==> config.mk <==
export PLATFORM = sky130hd
export DESIGN_NAME = fetch_bitset_injector
export DESIGN_NICKNAME = d
export VERILOG_FILES = /design/src/rtl/fbi_pkg.sv /design/src/rtl/fbi_edge.sv /design/src/rtl/fbi_sequencer.sv /design/src/rtl/fbi_mask.sv /design/src/rtl/fetch_bitset_injector.sv
export SDC_FILE = /design/constraint.sdc
export NUM_CORES = 1
export LEC_CHECK = 0
export BUFFER_PORTS_ARGS = -buffer_cell sky130_fd_sc_hd__buf_2
export CAP_MARGIN = 10
export CORE_MARGIN = 1
export CORE_UTILIZATION = 42
export DETAILED_ROUTE_END_ITERATION = 12
export PLACE_DENSITY = 0.8
export SETUP_SLACK_MARGIN = 0.05
export SLEW_MARGIN = 15
export SYNTH_ARGS = -nofsm -noshare
export SYNTH_HDL_FRONTEND = slang
export SYNTH_SLANG_ARGS = --single-unit
==> constraint.sdc <==
create_clock -name clk -period 1.9 [get_ports clk]
set_input_delay 0.19 -clock clk [delete_from_list [all_inputs] [get_ports clk]]
set_output_delay 0.19 -clock clk [all_outputs]
set_load 0.01 [all_outputs]
==> src/rtl/fbi_pkg.sv <==
package fbi_pkg;

   // Sequencer states of the one-shot injector.
   typedef enum logic [2:0] {
      SQ_IDLE   = 3'd0,
      SQ_ARMED  = 3'd1,
      SQ_COUNT  = 3'd2,
      SQ_WINDOW = 3'd3,
      SQ_SPENT  = 3'd4
   } sq_state_e;

   // Bit position of the address that tells a halfword-only fetch apart
   // from a full-word aligned one, for a word of the given width.
   function automatic int unsigned half_addr_bit(input int unsigned data_w);
      return $clog2(data_w / 8) - 1;
   endfunction

endpackage

==> src/rtl/fbi_edge.sv <==
module fbi_edge #(
   parameter bit RISING = 1'b1
) (
   input  logic clk,
   input  logic rst_n,
   input  logic level_i,
   output logic pulse_o
);

   logic prev_q;

   always_ff @(posedge clk) begin
      if (!rst_n) prev_q <= ~RISING;
      else        prev_q <= level_i;
   end

   generate
      if (RISING) begin : g_rise
         assign pulse_o = level_i & ~prev_q;
      end else begin : g_fall
         assign pulse_o = ~level_i & prev_q;
      end
   endgenerate

endmodule

==> src/rtl/fbi_sequencer.sv <==
module fbi_sequencer
   import fbi_pkg::*;
#(
   parameter int DLY_W = 8
) (
   input  logic             clk,
   input  logic             rst_n,
   input  logic             arm_i,
   input  logic             start_i,
   input  logic [DLY_W-1:0] delay_i,
   input  logic             fetch_i,
   output logic             window_o,
   output logic             fired_o
);

   localparam logic [DLY_W-1:0] CNT_ONE  = DLY_W'(1);
   localparam logic [DLY_W-1:0] CNT_ZERO = '0;

   sq_state_e        state_q;
   logic [DLY_W-1:0] cnt_q;
   logic             fired_q;

   always_ff @(posedge clk) begin
      if (!rst_n) begin
         state_q <= SQ_IDLE;
         cnt_q   <= CNT_ZERO;
         fired_q <= 1'b0;
      end else if (arm_i) begin
         state_q <= SQ_ARMED;
         cnt_q   <= CNT_ZERO;
         fired_q <= 1'b0;
      end else begin
         unique case (state_q)
            SQ_ARMED: begin
               if (start_i) begin
                  if (delay_i == CNT_ZERO) begin
                     state_q <= SQ_WINDOW;
                  end else begin
                     state_q <= SQ_COUNT;
                     cnt_q   <= delay_i;
                  end
               end
            end
            SQ_COUNT: begin
               cnt_q <= cnt_q - CNT_ONE;
               if (cnt_q == CNT_ONE) state_q <= SQ_WINDOW;
            end
            SQ_WINDOW: begin
               if (fetch_i) begin
                  state_q <= SQ_SPENT;
                  fired_q <= 1'b1;
               end
            end
            default: ;
         endcase
      end
   end

   assign window_o = (state_q == SQ_WINDOW);
   assign fired_o  = fired_q;

endmodule

==> src/rtl/fbi_mask.sv <==
module fbi_mask #(
   parameter int DATA_W     = 32,
   parameter bit HALF_REMAP = 1'b1,
   localparam int IDX_W     = $clog2(DATA_W)
) (
   input  logic [IDX_W-1:0]  idx_i,
   input  logic              dual_i,
   input  logic              half_i,
   output logic [DATA_W-1:0] mask_o
);

   localparam logic [IDX_W-1:0] HALF_OFS = IDX_W'(DATA_W / 2);

   logic [IDX_W-1:0] pos;

   generate
      if (HALF_REMAP) begin : g_remap
         // Modulo DATA_W comes for free from the IDX_W-bit wrap.
         assign pos = idx_i + (half_i ? HALF_OFS : '0);
      end else begin : g_fixed
         logic unused_half;
         assign unused_half = half_i;
         assign pos = idx_i;
      end
   endgenerate

   generate
      for (genvar b = 0; b < DATA_W; b++) begin : g_bit
         localparam logic [IDX_W-1:0] SELF  = IDX_W'(b);
         localparam logic [IDX_W-1:0] BELOW = IDX_W'((b + DATA_W - 1) % DATA_W);
         assign mask_o[b] = (pos == SELF) | (dual_i & (pos == BELOW));
      end
   endgenerate

endmodule

==> src/rtl/fetch_bitset_injector.sv <==
module fetch_bitset_injector
   import fbi_pkg::*;
#(
   parameter int  DATA_W      = 32,
   parameter int  ADDR_W      = 32,
   parameter int  DLY_W       = 8,
   parameter bit  HALF_REMAP  = 1'b1,
   parameter bit  TRIG_RISING = 1'b1,
   localparam int IDX_W       = $clog2(DATA_W)
) (
   input  logic              clk,
   input  logic              rst_n,
   input  logic              cfg_arm,
   input  logic [IDX_W-1:0]  cfg_bit,
   input  logic              cfg_dual,
   input  logic [DLY_W-1:0]  cfg_delay,
   input  logic              trig_in,
   input  logic              rd_valid,
   input  logic [ADDR_W-1:0] rd_addr,
   input  logic [DATA_W-1:0] rd_data,
   output logic              out_valid,
   output logic [DATA_W-1:0] out_data,
   output logic              fault_hit,
   output logic              fault_fired
);

   localparam int HALF_BIT = half_addr_bit(DATA_W);

   generate
      if (DATA_W < 16 || (DATA_W & (DATA_W - 1)) != 0) begin : g_bad_width
         $error("fetch_bitset_injector: DATA_W must be a power of two of at least 16");
      end
      if (ADDR_W <= HALF_BIT) begin : g_bad_addr
         $error("fetch_bitset_injector: ADDR_W too narrow to carry the halfword bit");
      end
      if (DLY_W < 1) begin : g_bad_dly
         $error("fetch_bitset_injector: DLY_W must be at least 1");
      end
   endgenerate

   // Configuration captured on arm.
   logic [IDX_W-1:0] bit_q;
   logic             dual_q;
   logic [DLY_W-1:0] delay_q;

   always_ff @(posedge clk) begin
      if (!rst_n) begin
         bit_q   <= '0;
         dual_q  <= 1'b0;
         delay_q <= '0;
      end else if (cfg_arm) begin
         bit_q   <= cfg_bit;
         dual_q  <= cfg_dual;
         delay_q <= cfg_delay;
      end
   end

   logic trig_pulse;
   logic window;
   logic [DATA_W-1:0] mask;
   logic hit;

   fbi_edge #(
      .RISING (TRIG_RISING)
   ) u_edge (
      .clk     (clk),
      .rst_n   (rst_n),
      .level_i (trig_in),
      .pulse_o (trig_pulse)
   );

   fbi_sequencer #(
      .DLY_W (DLY_W)
   ) u_seq (
      .clk      (clk),
      .rst_n    (rst_n),
      .arm_i    (cfg_arm),
      .start_i  (trig_pulse),
      .delay_i  (delay_q),
      .fetch_i  (rd_valid),
      .window_o (window),
      .fired_o  (fault_fired)
   );

   fbi_mask #(
      .DATA_W     (DATA_W),
      .HALF_REMAP (HALF_REMAP)
   ) u_mask (
      .idx_i  (bit_q),
      .dual_i (dual_q),
      .half_i (rd_addr[HALF_BIT]),
      .mask_o (mask)
   );

   logic unused_addr;
   assign unused_addr = ^rd_addr;

   assign hit       = window & rd_valid;
   assign fault_hit = hit;
   assign out_valid = rd_valid;
   assign out_data  = rd_data | (hit ? mask : '0);

endmodule

Word level (Yosys, flattened, before mapping). Cells that the tools add are included.

Bits in registers: 27. Input bits: 83. Output and inout port bits: 35. Word-level logic and storage cells: 142.

$add $sub $neg: 2. Equality and inequality tests: 42. Muxes and demuxes: 11. Bitwise gates (word level): 69. Reduce and logical (&&, ||, !) cells: 10.

Operators by type and width (number): equality test 5 bit, second input constant (16); equality test 5 x 4 -> 1 bit, second input constant (8); AND 1 bit (34); 2-to-1 mux 32 bit (1); bitwise OR 1 bit (32); bitwise OR 32 bit (1); equality test 5 x 3 -> 1 bit, second input constant (4); 2-to-1 mux 8 bit (2); case mux 8 bit (2 select lines) (1); equality test 5 x 2 -> 1 bit, second input constant (2); 2-to-1 mux 3 bit (3); case mux 3 bit (3 select lines) (1); equality test 8 x 1 -> 1 bit, second input constant (1); logical NOT 8 bit (1); AND reduction 4 bit (2); subtractor 8 x 1 -> 8 bit, second input constant (1); equality test 3 x 2 -> 1 bit, second input constant (2); inequality test 2 bit, second input constant (3); inequality test 3 bit, second input constant (2); adder 5 bit (1); equality test 5 x 1 -> 1 bit, second input constant (1); logical NOT 5 bit (1); 2-to-1 mux 5 bit (1); nonzero test 4 bit (1); other kinds (10) (12).

Logic depth before layout (Yosys ltp). Gate-level depths: netlist (run 1).

Word-level depth: 7. Depth in mapped cells: 6. Gate-level depth less buffers: 6.

By module. Synthesis (run 1) repeated with hierarchy kept, for this count alone.

Cells, all modules: 223. Area, all modules: 1873.0 um^2.

By module, submodules not included: fetch_bitset_injector (times used 1, cells an instance 83, area an instance 835.8 um^2); fbi_sequencer (times used 1, cells an instance 77, area an instance 656.9 um^2); fbi_mask (times used 1, cells an instance 60, area an instance 340.3 um^2); fbi_edge (times used 1, cells an instance 3, area an instance 40.0 um^2).

Worst setup path after synthesis (run 1). No wires, ideal clock.

Kind: reg2reg. From: reg delay_q[0]. To: reg u_seq.cnt_q[7]. Data arrival time: 1.549 ns. Required time: 1.824 ns. Path slack: 0.275 ns. Stages on the path, launching flop included: 5. Path buffers: 0. Period minus slack after synthesis: 1.625 ns. Cells stage by stage: dfxtp_1 -> or4_4 -> o211ai_4 -> mux2_1 -> o22ai_1.

Cells in the longest elaborated chain, start to end: 3.

RTL lines: start, declared (RTL line fetch_bitset_injector.sv:44) `logic [DLY_W-1:0] delay_q;`; start signal, assigned (RTL line fetch_bitset_injector.sv:54) `delay_q <= cfg_delay;`; logical NOT 8 bit (RTL line fbi_sequencer.sv:36) `if (delay_i == CNT_ZERO) begin`; inequality test 2 bit (no source line); AND reduction 3 bit (no source line); end signal, assigned (RTL line fbi_sequencer.sv:40) `cnt_q <= delay_i;`; end signal, assigned (RTL line fbi_sequencer.sv:45) `cnt_q <= cnt_q - CNT_ONE;`; end, declared (RTL line fbi_sequencer.sv:20) `logic [DLY_W-1:0] cnt_q;`.

Every way passes these cells. A chain may end at the register's enable or synchronous reset.

Worst setup path in the final report (run 1).
From: reg bit_q[2]. To: out out_data[28].

Cells in the longest elaborated chain, start to end: 6. Elaborated cells between the ends (all ways): 7. Classes of those cells: 1 x add/sub; 2 x eq/ne; 1 x mux; 3 x bitwise.

RTL lines: start, declared (RTL line fetch_bitset_injector.sv:42) `logic [IDX_W-1:0] bit_q;`; start signal, assigned (RTL line fetch_bitset_injector.sv:52) `bit_q <= cfg_bit;`; adder 5 bit * (RTL line fbi_mask.sv:19) `assign pos = idx_i + (half_i ? HALF_OFS : '0);`; equality test 5 bit (RTL line fbi_mask.sv:31) `assign mask_o[b] = (pos == SELF) | (dual_i & (pos == BELOW));`; AND 1 bit (RTL line fbi_mask.sv:31); bitwise OR 1 bit * (RTL line fbi_mask.sv:31); 2-to-1 mux 32 bit * (RTL line fetch_bitset_injector.sv:101) `assign out_data = rd_data | (hit ? mask : '0);`; bitwise OR 32 bit * (RTL line fetch_bitset_injector.sv:101); end, declared (RTL line fetch_bitset_injector.sv:22) `output logic [DATA_W-1:0] out_data,`.

Mark *: on every way between the ends. The rest lies on a longest branch, timed or not.

==> flow_summary.toml, run 1 <==
[run_status]
status = "finished clean"

[worst_setup_path]
arrival_ns = 1.62
required_ns = 1.71
cp_cell_sequence = "mux2_2 -> a31o_2 -> buf_2"
slowest_stage = "dfxtp_1"
slowest_delay_ns = 0.53
path_max_fanout = 9
end_kind = "output port"
path_class = "reg2out"
crit_path_start_kind = "flip-flop"

[yosys]
yosys_warnings = 0
syn_nets = 294
synth_edf_count = 0
synth_top_cell_area_share_pct = 30.8
synthesis.area_um2 = 1760
syn_avg_cell_area_um2 = 8.40
synth-seq-area-share_pct = 30.8
synth.distinct_cells = 47
synth-main-ff-cell = "dfxtp_1"
synth-seq-cells = 27
synthArstFlopShare_pct = 0
syn_inst = 209
synth_area_leaders = "dfxtp_1 (31%), mux2i_1 (9.1%), a21o_1 (7.7%), nor2b_1 (6.4%), a31o_2 (4.0%)"
synth_area_leader_cell = "dfxtp_1"

[drt]
dr.pass1.iters = 4
wl_um = 4890
drc = 0
vias_per_cell = 5.61
wl_per_cell_um = 14.2
drt_iter0_drc = 72
vias = 1931
antenna_left = 0

[timing]
hold_viol = 0
fmax_mhz = 554
skew_ns = 0.00761
tns_ns = 0
min_period_ns = 1.81
setup_violations = 0
slew_violations = 0
worstMarginPinSlew_ns = 0.491
fin_crit_sh_pct = 95.1
rsz0062_at_grt = "no"
max_slew_margin_pct = 67.2

[placed_design]
placed_area_um2 = 2240
dpl.hpwl_um = 3580
io_buffers = 86
gp_congestion = 0.870

[die]
die_y_um = 66.7
die_w_um = 66.7
initial_core_util_pct = 43.9
pin_count = 118
fp-row-count = 23
core_um2 = 4000
die_area_um2 = 4440

[clocking]
root_buffer = "clkbuf_8"
cts_buffers = 3
clk_latency_ns = 0.28
cts_tree = "done"
htreeDepth = 1
clock_sinks = 27
clk_path_buf_depth = 2
holdBufCountCts = 0
clkSlewWorstSetupHoldPaths_ns = 0.09

[final_layout]
diodes = 0
syn_to_final_growth_pct = 36.8
num-fill-cells = 332
seqCellArea_um2 = 548
drive_above_1_share_pct = 45.9
multi_input_area_um2 = 1230
fin_nets = 380
layout_commonest_cell = "buf_2"
fin_area_um2 = 2400
layout_common_cells = "buf_2 (86), dfxtp_1 (21), nor2b_1 (18), a21o_1 (18), mux2i_1 (15)"

[power_and_ir_drop]
power.leakage_nw = 1.14
vdd_drop_max_mv = 0.437
power_density_nw_per_um2 = 529
p_total_mw = 1.27

[global_route]
grt_max_degree = 19
grt_antenna_before_repair = 0
grt_usage_pct = 21.4
grt-ovfl-total = 0
grt_pass1_vias = 1601
grt_pass1_wl_um = 7250

[run]
max-cap-violations = 0

[worst_hold_path]
min_path_type = "in2reg"
-- path summary, 6_finish.rpt --
path	startpoint	end	slack (ns)	cells past startpoint
worst min-delay path	trig_in	u_edge.prev_q	0.12	2
worst max-delay path	bit_q[2]	out_data[28]	0.09	3
worst max register to register	delay_q[0]	u_seq.cnt_q[7]	0.14	4
worst min register to register	u_seq.fired_o	u_seq.fired_o	0.47	2
-- cell families after synthesis --
logic type | count (synthesis) | share of synthesized area, %
compound gates | 64 | 27.2
xor+xnor | 3 | 1.50
fa+ha+maj | 2 | 1.43
buf+inv | 19 | 4.63
flops | 27 | 30.8
mux | 18 | 10.4
simple gates | 76 | 24.1
-- layer usage --
| layer | share of wire (%) | track usage [%] |
|---|---|---|
| met5 | 0 | 0 |
| met2 | 48 | 32.2 |
| met1 | 44 | 28.5 |
| met4 | 1.9 | 11.2 |
| met3 | 5.6 | 4.28 |
-- Yosys cell counts (3+ instances only) --
cell type,instances
nand3_1,7
o21bai_1,7
dfxtp_1,27
nor2_1,17
inv_1,5
and2_1,3
clkbuf_1,10
nor2b_1,18
a21o_1,18
nor3_1,5
a31oi_1,3
a21oi_1,8
o21ai_0,3
mux2i_1,16
nand2_1,12
a31o_2,8
-- report_power, final --
| part | internal, mW | switching (mW) |
|---|---|---|
| Clock | 0.147 | 0.180 |
| Sequential | 0.590 | 0.0339 |
| Combinational | 0.162 | 0.157 |
| Total | 0.899 | 0.370 |
-- flip-flops by register name (all words and copies together), names as in the netlist --
name,cells
delay_q,8
u_seq.cnt_q,8
bit_q,5
u_seq.state_q,3
dual_q,1
u_edge.prev_q,1
u_seq.fired_o,1
-- final cells by class --
class / count / area share [%]
clock inverter: 1 / 0.208
tap: 50 / 2.61
multi-input combinational: 163 / 51.1
inverter: 5 / 0.782
timing repair buffer: 95 / 20.7
clock buffer: 3 / 1.72
sequential: 27 / 22.8
-- critical path, delay by kind of cell, from the launching register on --
family | cells | cell delay, ns
AO/OA/AOI/OAI | 1 | 0.25
flip-flops | 1 | 0.53
buffers and inverters | 1 | 0.14
multiplexers | 1 | 0.43
-- repair_timing --
item,4_1_cts,5_1_grt
setup buffers,0,2
gates resized for setup,10,20
pin swaps,1,1
endpoints found under the setup margin,22,26
-- metrics by stage --
step                      cells  setup WS (ns)  hold WS [ns]  util (%)
after floorplan             209          0.275         0.312         -
after global placement      338          0.172         0.405      56.0
after detailed placement    338          0.157         0.410      56.0
after CTS                   342         0.0547         0.115      57.7
after global routing        344         0.0362         0.131      60.0
final                       344         0.0940         0.120      60.0
Note: power is estimated with default switching activity, not from simulation.
==> run 2: changes to the inputs <==
ABC_AREA = 1   (was unset)
CORE_UTILIZATION = 45   (was 42)
==> run 2 against run 1 <==
  * Clock skew fell by 0.0058 ns
  * Core utilization rose by 3.9 points
  * Clock power rose by 6.4%
  * Hold slack got worse by 0.015 ns
  * Area after synthesis rose by 22%
  * Largest cell class unchanged
  * Die area rose by 13%
  * Critical endpoint is now out_data[31]
  * Flip-flop and latch count did not move
  * Sequential power rose by 2%
  * Maximum frequency fell by 1.7%
  * Via count rose by 40%
  * Critical path type unchanged
==> flow_summary.toml, run 2 <==
[placed_design]
gp_congestion = 0.821
place_ws_ns = 0.238
dpl.hpwl_um = 4320
io_buffers = 86

[final_layout]
num-fill-cells = 407
layout_common_cells = "buf_2 (87), nand2_1 (75), nor2_1 (61)"
fin_nets = 540
drive_above_1_share_pct = 33.3
seqCellArea_um2 = 554
multi_input_area_um2 = 1480
layout_commonest_cell = "buf_2"
diodes = 0
top_regs = "delay_q (8), u_seq.cnt_q (8), bit_q (5)"
syn_to_final_growth_pct = 33.1

[clocking]
htreeDepth = 1
holdBufCountCts = 0
root_buffer = "clkbuf_8"
clkSlewWorstSetupHoldPaths_ns = 0.10
cts_buffers = 3
cts_tree = "done"
clk_path_buf_depth = 2
clk_latency_ns = 0.28
clock_sinks = 27

[timing]
hold_viol = 0
slew_violations = 0
worstMarginPinSlew_ns = 0.401
skew_ns = 0.00177
fin_crit_sh_pct = 96.7
fmax_mhz = 544
fin_ws_ns = 0.0621
max_slew_margin_pct = 73.2
rsz0062_at_grt = "yes"
min_period_ns = 1.84
setup_violations = 0

[drt]
wl_per_cell_um = 12.1
vias_per_cell = 5.34
top_layer = "met4"
dr.pass1.iters = 7
route.met2.wl_um = 2970
route.layer.met1.wl_um = 2690
wl_um = 6120
vias = 2700
antenna_left = 0
drc = 0
wl_met3_um = 430
drt_iter0_drc = 225

[power_and_ir_drop]
power.leakage_nw = 1.35
vdd_drop_max_mv = 0.387
p_total_mw = 1.50
power_density_nw_per_um2 = 528

[yosys]
synth_area_leader_cell = "dfxtp_1"
synth.distinct_cells = 27
syn_avg_cell_area_um2 = 5.84
synth_edf_count = 0
synth_top_cell_area_share_pct = 25.3
syn_nets = 451
synth-seq-area-share_pct = 25.3
yosys_warnings = 0
synthArstFlopShare_pct = 0
syn_inst = 366
synth.most_common_cell = "nand2_1"
synth_area_leaders = "dfxtp_1 (25%), nand2_1 (15%), nor2_1 (13%), a21oi_1 (8.0%), o21ai_0 (7.3%)"
synth-seq-cells = 27
synthTopCellsByCount = "nand2_1 (83), nor2_1 (72), a21oi_1 (34)"
synth-main-ff-cell = "dfxtp_1"
synthesis.area_um2 = 2140

[worst_setup_path]
arrival_ns = 1.65
end_kind = "output port"
path_class = "reg2out"
crit_path_start_kind = "flip-flop"
path_max_fanout = 12
required_ns = 1.71

[worst_hold_path]
min_path_type = "in2reg"

[die]
pin_count = 118
core_um2 = 4440
die_y_um = 70.9
initial_core_util_pct = 48.1
fp-row-count = 24
die_w_um = 70.9
die_area_um2 = 5030

[global_route]
grt_max_degree = 25
grt_pass1_wl_um = 9450
grt_antenna_before_repair = 0
grt_usage_pct = 22.6
grt-ovfl-total = 0
grt_pass1_vias = 2229

[run_status]
status = "finished clean"

[run]
max-cap-violations = 0
-- run 2: changes by cell type after synthesis, sizes merged, moves of 10 or more --
cell	previous run	this run
a21oi	8	34
nand3	7	23
inv	5	31
nor2	17	75
a21o	18	8
or2	0	13
o21ai	5	32
nand2	12	85
mux2i	16	0
nor2b	18	0
-- run 2: repair_timing --
action	CTS	global route
setup endpoints to repair	32	31
buffers inserted	0	7
resized for setup	11	45
pin swaps	1	4
gates cloned	1	3
-- run 2: kinds of logic after synthesis --
family	after synthesis	share of synthesized area, %
AND/OR/NAND/NOR	198	38.8
XOR/XNOR	2	1.17
flip-flops	27	25.3
adder cells (fa/ha/maj)	2	1.17
buffers and inverters	49	10.3
AO/OA/AOI/OAI	88	23.2
-- run 2: per-stage QoR --
stage	hold slack, ns	utilization, %	cell area [um^2]	setup TNS, ns	cells
after floorplan	0.283	-	2140	0	366
after global placement	0.385	57.7	2560	0	491
after detailed placement	0.402	57.7	2560	0	491
after CTS	0.106	59.8	2660	0	496
after global routing	0.110	64.0	2840	-0.0675	506
final	0.106	64.0	2840	0	506
-- run 2: power breakdown --
part           internal, mW  switching, mW
sequential            0.602         0.0346
clock                 0.154          0.194
combinational         0.208          0.308
total                 0.963          0.537
-- run 2: cell type report --
| cell class | instances | area share, % |
|---|---|---|
| sequential | 27 | 19.5 |
| timing repair buffer | 99 | 18.9 |
| clock inverter | 1 | 0.308 |
| timing repair inverter | 3 | 0.704 |
| clock buffer | 3 | 1.45 |
| tap | 52 | 2.29 |
| multi-input combinational | 290 | 52.1 |
| inverter | 31 | 4.75 |
-- run 2: worst max-delay path: stages, from the launching register on --
cell     delay, ns
dfxtp_4       0.38
xor2_4        0.28
buf_6         0.19
nand2_1       0.09
o21ai_1       0.16
a21o_1        0.14
buf_2         0.13
-- run 2: final timing paths --
check / from / endpoint / slack, ns / depth (start not counted)
min reg2reg: u_seq.fired_o / u_seq.fired_o / 0.47 / 1
max reg2reg: u_seq.state_q[0] / u_seq.cnt_q[7] / 0.38 / 6
max: bit_q[4] / out_data[31] / 0.06 / 6
min: trig_in / u_edge.prev_q / 0.11 / 3
-- run 2: routing by layer --
metal | global-route usage [%] | up-vias
met3 | 3.56 | 6
met5 | 0 | -
li1 | - | 1353
met4 | 5.56 | 0
met2 | 37.1 | 120
met1 | 31.0 | 1221
